[config.mk]
export PLATFORM = sky130hd
export DESIGN_NAME = gpio_irq_detect
export DESIGN_NICKNAME = d
export VERILOG_FILES = /design/src/rtl/gpio_irq_pkg.sv /design/src/rtl/gpio_irq_edge_det.sv /design/src/rtl/gpio_irq_word_regs.sv /design/src/rtl/gpio_irq_combine.sv /design/src/rtl/gpio_irq_detect.sv
export SDC_FILE = /design/constraint.sdc
export NUM_CORES = 1
export LEC_CHECK = 0
export CORE_AREA = 2 2 251 253
export DETAILED_ROUTE_END_ITERATION = 7
export DIE_AREA = 0 0 253 255
export PLACE_DENSITY = 0.5
export SETUP_SLACK_MARGIN = 0.4
export SKIP_LAST_GASP = 1
export SLEW_MARGIN = 0
export SYNTH_ARGS = -nofsm -noshare
export SYNTH_HDL_FRONTEND = slang
export SYNTH_SLANG_ARGS = --single-unit
[constraint.sdc]
create_clock -name clk -period 3.36 [get_ports clk]
set_input_delay 0.84 -clock clk [delete_from_list [all_inputs] [get_ports clk]]
set_output_delay 0.84 -clock clk [all_outputs]
set_load 0.01 [all_outputs]
[src/rtl/gpio_irq_pkg.sv]
package gpio_irq_pkg;

    localparam int GPIO_NPIN   = 94;
    localparam int GPIO_WORD_W = 32;

    // {level_select, polarity_flip}
    typedef enum logic [1:0] {
        TRIG_RISE = 2'b00,
        TRIG_FALL = 2'b01,
        TRIG_LOW  = 2'b10,
        TRIG_HIGH = 2'b11
    } trig_mode_e;

endpackage

[src/rtl/gpio_irq_edge_det.sv]
module gpio_irq_edge_det
    import gpio_irq_pkg::*;
#(
    parameter int NPIN = GPIO_NPIN
) (
    input  logic            clk,
    input  logic            rst_n,
    input  logic [NPIN-1:0] pin_lvl_i,
    input  logic [NPIN-1:0] trig_lvl_i,
    input  logic [NPIN-1:0] trig_inv_i,
    input  logic [NPIN-1:0] sense_off_i,
    output logic [NPIN-1:0] evt_o
);

    logic [NPIN-1:0] prev_q;
    logic            primed_q;

    // Previous level and a flag that blocks edges in the first cycle after reset.
    always_ff @(posedge clk or negedge rst_n) begin
        if (!rst_n) begin
            prev_q   <= '0;
            primed_q <= 1'b0;
        end else begin
            prev_q   <= pin_lvl_i;
            primed_q <= 1'b1;
        end
    end

    for (genvar p = 0; p < NPIN; p++) begin : g_pin
        trig_mode_e mode;
        logic       hit;

        always_comb begin
            mode = trig_mode_e'({trig_lvl_i[p], trig_inv_i[p]});
            unique case (mode)
                TRIG_RISE: hit = primed_q &  pin_lvl_i[p] & ~prev_q[p];
                TRIG_FALL: hit = primed_q & ~pin_lvl_i[p] &  prev_q[p];
                TRIG_LOW:  hit = ~pin_lvl_i[p];
                TRIG_HIGH: hit =  pin_lvl_i[p];
                default:   hit = 1'b0;
            endcase
        end

        assign evt_o[p] = hit & ~sense_off_i[p];
    end

endmodule

[src/rtl/gpio_irq_word_regs.sv]
module gpio_irq_word_regs #(
    parameter int WORD_W = 32
) (
    input  logic              clk,
    input  logic              rst_n,
    input  logic [WORD_W-1:0] evt_i,
    input  logic              clr_hit_i,
    input  logic [WORD_W-1:0] clr_data_i,
    input  logic              en_hit_i,
    input  logic [WORD_W-1:0] en_data_i,
    output logic [WORD_W-1:0] status_o,
    output logic [WORD_W-1:0] enable_o
);

    logic [WORD_W-1:0] clr_mask;

    assign clr_mask = clr_hit_i ? clr_data_i : '0;

    // Clear first, then events OR in: an event on the same edge wins.
    always_ff @(posedge clk or negedge rst_n) begin
        if (!rst_n) begin
            status_o <= '0;
        end else begin
            status_o <= (status_o & ~clr_mask) | evt_i;
        end
    end

    always_ff @(posedge clk or negedge rst_n) begin
        if (!rst_n) begin
            enable_o <= '0;
        end else if (en_hit_i) begin
            enable_o <= en_data_i;
        end
    end

    AST_EVENT_SETS: assert property (@(posedge clk) disable iff (!rst_n)
        (|evt_i) |=> ((status_o & $past(evt_i)) == $past(evt_i)));

    AST_CLEAR_TAKES: assert property (@(posedge clk) disable iff (!rst_n)
        clr_hit_i |=> ((status_o & $past(clr_data_i & ~evt_i)) == '0));

    AST_NO_SPONT_SET: assert property (@(posedge clk) disable iff (!rst_n)
        1'b1 |=> ((status_o & ~$past(status_o) & ~$past(evt_i)) == '0));

    AST_ENABLE_LOAD: assert property (@(posedge clk) disable iff (!rst_n)
        en_hit_i |=> (enable_o == $past(en_data_i)));

endmodule

[src/rtl/gpio_irq_combine.sv]
module gpio_irq_combine #(
    parameter int NBIT = 96
) (
    input  logic            clk,
    input  logic            rst_n,
    input  logic [NBIT-1:0] status_i,
    input  logic [NBIT-1:0] enable_i,
    output logic            irq_o
);

    always_ff @(posedge clk or negedge rst_n) begin
        if (!rst_n) begin
            irq_o <= 1'b0;
        end else begin
            irq_o <= |(status_i & enable_i);
        end
    end

    AST_IRQ_TRACKS: assert property (@(posedge clk) disable iff (!rst_n)
        1'b1 |=> (irq_o == (|($past(status_i) & $past(enable_i)))));

    AST_IRQ_MASKED: assert property (@(posedge clk) disable iff (!rst_n)
        ($past(enable_i) == '0) |-> !irq_o);

endmodule

[src/rtl/gpio_irq_detect.sv]
module gpio_irq_detect
    import gpio_irq_pkg::*;
#(
    parameter int NPIN   = GPIO_NPIN,
    parameter int WORD_W = GPIO_WORD_W,
    localparam int NWORD = (NPIN + WORD_W - 1) / WORD_W,
    localparam int SEL_W = (NWORD > 1) ? $clog2(NWORD + 1) : 1,
    localparam int PAD_N = NWORD * WORD_W
) (
    input  logic              clk,
    input  logic              rst_n,
    input  logic [NPIN-1:0]   pin_lvl_i,
    input  logic [NPIN-1:0]   trig_lvl_i,
    input  logic [NPIN-1:0]   trig_inv_i,
    input  logic [NPIN-1:0]   sense_off_i,
    input  logic              sts_wr_en_i,
    input  logic [SEL_W-1:0]  sts_wr_sel_i,
    input  logic [WORD_W-1:0] sts_wr_data_i,
    input  logic              en_wr_en_i,
    input  logic [SEL_W-1:0]  en_wr_sel_i,
    input  logic [WORD_W-1:0] en_wr_data_i,
    output logic [NPIN-1:0]   status_o,
    output logic [NPIN-1:0]   enable_o,
    output logic              irq_o
);

    logic [NPIN-1:0]  evt;
    logic [PAD_N-1:0] evt_pad;
    logic [PAD_N-1:0] status_pad;
    logic [PAD_N-1:0] enable_pad;

    gpio_irq_edge_det #(.NPIN(NPIN)) u_det (
        .clk         (clk),
        .rst_n       (rst_n),
        .pin_lvl_i   (pin_lvl_i),
        .trig_lvl_i  (trig_lvl_i),
        .trig_inv_i  (trig_inv_i),
        .sense_off_i (sense_off_i),
        .evt_o       (evt)
    );

    assign evt_pad = {{(PAD_N - NPIN + 1){1'b0}}, evt} [PAD_N-1:0];

    for (genvar w = 0; w < NWORD; w++) begin : g_word
        logic clr_hit;
        logic en_hit;

        assign clr_hit = sts_wr_en_i && (sts_wr_sel_i == SEL_W'(w));
        assign en_hit  = en_wr_en_i  && (en_wr_sel_i  == SEL_W'(w));

        gpio_irq_word_regs #(.WORD_W(WORD_W)) u_word (
            .clk        (clk),
            .rst_n      (rst_n),
            .evt_i      (evt_pad[w*WORD_W +: WORD_W]),
            .clr_hit_i  (clr_hit),
            .clr_data_i (sts_wr_data_i),
            .en_hit_i   (en_hit),
            .en_data_i  (en_wr_data_i),
            .status_o   (status_pad[w*WORD_W +: WORD_W]),
            .enable_o   (enable_pad[w*WORD_W +: WORD_W])
        );
    end

    gpio_irq_combine #(.NBIT(PAD_N)) u_comb (
        .clk      (clk),
        .rst_n    (rst_n),
        .status_i (status_pad),
        .enable_i (enable_pad),
        .irq_o    (irq_o)
    );

    assign status_o = status_pad[NPIN-1:0];
    assign enable_o = enable_pad[NPIN-1:0];

    AST_RESET_CLEAN: assert property (@(posedge clk)
        !rst_n |-> (status_o == '0 && enable_o == '0 && !irq_o));

endmodule

==> results.md <==
* Netlist area before placement at 14700 sq um
* Number of max-slew violations in the final report at 0
* NumNets Final at 2631
* Synthesized flop and latch total at 288
* Violation count after the first detailed-routing iteration at 722
* Reg2Reg Capture Point: u_comb.irq_o$_DFF_PN0_
* Fillcell total at 6313
* Part of the cycle the worst path needs at 78.2%
* Most numerous cell in the Yosys netlist: nand2_1
* Slowest cell on the critical path: clkdlybuf4s50_1
* Routed wirelength normalized by instance count at 22.6 microns
* Endpoints failing setup at 0
* Total via count in the routed design at 13700
* Setup Total Neg Slack at 0 ns
* Worst R2R Start: g_word[0].u_word.enable_o[3]$_DFFE_PN0P_
* Achievable clock frequency at 380 MHz
* Top cells by instance count after synthesis: 377 x nand2_1, 288 x dfrtp_1, 189 x nor2_1, 173 x o21ai_0, 133 x buf_4
* Clock slew at the register clock pins of the worst setup and hold paths at 0.06 ns
* Share of synthesized flip-flops with an asynchronous set or reset at 100%
* Crit path depth at 1
* Run status: complete, no violations
* Total global routing track utilization at 20.4%
* Number of routed nets with antenna violations at 0
* Antenna violations before repair at 7
* Share of final-layout standard cells stronger than drive strength 1 at 8.23%
* Core outline area at 62200 sq um
* Crit Path Class: reg2out
* Cell row count at 92
* Number of vias per cell after detailed routing at 4.54
* Number of distinct library cells after synthesis at 26
* Data required, critical path at 2.52 ns
* Largest net degree at the start of global routing at 76
* I/O Pins at 637
* Slew at the pin with the worst max-slew slack at 0.740 ns
* Wire length of the first global-routing pass at 95.4 mm
* Portion of the post-synthesis area used by sequential elements at 48.9%
* Fin crit period at 2.63 ns
* Area fraction of the dominant cell type after synthesis at 48.9%
* CTS sink count at 288
* Post-synthesis average cell area at 8.97 sq um
* Number of hold buffers added after cts at 0
* Unrepaired setup endpoints after global routing: false
* Worst Hold Slack at 0.270 ns
* Endpoint kind of the worst setup timing path: output port
* Total global routing overflow at 0
* Worst Skew at 0.0117 ns
* Maximum buffer depth of the clock tree at 3
* Static leakage at 9.60 nW
* Maximum Capacitance Violations at 0
* Die width at 253 microns
* Number of CTS-inserted buffers at 39
* Mapped Nets at 2091
* Routed wire length at 68.0 mm
* DR DRC count at 0
* Quantity of I/O buffers inserted on ports at 636
* Die boundary height at 255 microns
* Area growth from synthesis to layout at 53.4%
* Post-CTS setup buffer count at 0
* Root buffer selected by CTS: clkbuf_16
* Final weighted congestion in routability-driven placement at 0.817
* Depth of the worst register-to-register path at 5
* Remaining max-slew budget at the tightest pin at 50.7%
* Count of warnings emitted by yosys at 0
* PostCTS Resize Cnt at 0
* H-tree depth at 2
* Detailed Place HPWL at 54.0 mm
* End of the critical path: status_o[46]
* Top post-synthesis cells by area: dfrtp_1 49%, nand2_1 9.6%, mux2_2 7.2%
* Category of cells accounting for the largest share of critical-path delay: buffers and inverters
* Power density over the cells at 528 nW/um^2
* Ys flop type: dfrtp_1
* Number of cells produced by synthesis at 1643
* Path class of the lowest-slack min-delay path: in2async
* First drt pass iteration count at 5
* Number of global-route vias before repair at 14100
* R2R setup slack at 1.21 ns
* Latest clock arrival within the worst-skew pair at 0.55 ns
* Initial Utilization at 23.7%
* Number of flops mapped to enable cells by yosys at 0
* Synth area leader: dfrtp_1
* Worst voltage drop across the vdd grid at 0.265 mV
* Critical path data arrival time at 1.79 ns
* Crit-path cells: clkdlybuf4s50_1
* Area of the die at 64500 sq um
* TritonCTS clock tree: yes
* Area occupied by multi-input gates at 6110 sq um
* Setup crit start kind: flop
* Source of the critical timing path: g_word[1].u_word.status_o[14]$_DFF_PN0_
* Delay of the slowest cell on the worst path at 0.64 ns
* Hold violation total from the final report at 0
* Register cell area after layout at 7210 sq um
* Critical-path maximum fanout at 3
* Buffering stage count on the worst path with inverters included at 1
==> where the power goes <==
part | leakage, nW | switching, W | internal, W | total, W
registers | 3.27 | 0.000623 | 0.00396 | 0.00459
logic | 5.68 | 0.00136 | 0.00169 | 0.00305
clock network | 0.649 | 0.00168 | 0.00262 | 0.00430
==> routing by layer <==
metal | up-vias | GRT usage (%) | share of wire [%]
met5 | - | 0 | 0.044
met2 | 495 | 35.4 | 49
met1 | 6612 | 25.1 | 42
li1 | 6469 | - | -
met3 | 86 | 5.20 | 7.1
met4 | 4 | 5.46 | 2.2
==> worst reg2reg max path: stages (launching register included) <==
cell,delay [ns]
dfrtp_1,0.42
a22o_1,0.33
a221oi_1,0.63
nand4_1,0.28
nor3_1,0.26
nand3_1,0.11
==> per-stage QoR <==
step	setup WS (ns)	std cells	util, %	total power (W)	area (sq um)
after floorplan	1.56	1643	-	0.00574	14700
after global placement	0.989	2941	34.3	0.00773	21300
after detailed placement	0.982	2941	34.3	0.00777	21300
after CTS	0.667	3010	36.4	0.0122	22600
after global routing	0.671	3010	36.4	0.0125	22600
final	0.732	3013	36.4	0.0119	22600
==> cell families after synthesis <==
kind of cell / count (synthesis) / share of synthesized area (%)
other: 1 / 0.0254
buffers and inverters: 247 / 9.81
xor gates and xnor gates: 94 / 5.58
and+or+nand+nor: 585 / 15.3
muxes: 96 / 7.33
AOI/OAI and AO/OA: 332 / 13.1
DFF: 288 / 48.9
==> sequential cells by signal, indices dropped and copies added, names as in the netlist <==
register / flops
u_det.prev_q: 94
g_word.u_word.status_o: 96
g_word.u_word.enable_o: 96
u_comb.irq_o: 1
u_det.primed_q: 1
==> how the worst min path moves through the flow <==
| stage | end | slack, ns |
|---|---|---|
| 6_report | u_det.prev_q[0]$_DFF_PN0_ | 0.27 |
| 4_1_cts | u_det.prev_q[0]$_DFF_PN0_ | 0.31 |
| 3_3_place_gp | g_word[2].u_word.enable_o[30]$_DFFE_PN0P_ | 0.49 |
| 2_1_floorplan | g_word[2].u_word.status_o[4]$_DFF_PN0_ | 0.47 |
| 5_1_grt | u_det.prev_q[0]$_DFF_PN0_ | 0.31 |
| 3_5_place_dp | g_word[2].u_word.enable_o[30]$_DFFE_PN0P_ | 0.50 |
==> area by class of cell <==
type	instances	share of cell area, %
clock buffer	53	5.09
sequential	288	31.9
timing repair buffer	652	29.3
antenna	3	0.0332
inverter	94	1.56
tap	799	4.42
clock inverter	16	0.719
multi-input combinational	1108	27.0
==> layout by cell type (no fill, tap or decap), types with 11 or more instances in the layout <==
cell / netlist / layout
a22oi_1: 30 / 30
a31oi_1: 94 / 94
buf_12: 0 / 11
clkbuf_16: 0 / 41
clkdlybuf4s50_1: 0 / 635
dfrtp_1: 288 / 287
inv_1: 94 / 94
mux2_2: 94 / 94
nand2_1: 377 / 377
nor2_1: 189 / 188
o21ai_0: 173 / 173
o21ai_1: 15 / 15
xor2_1: 94 / 94
Note: power is estimated with default switching activity, not from simulation.
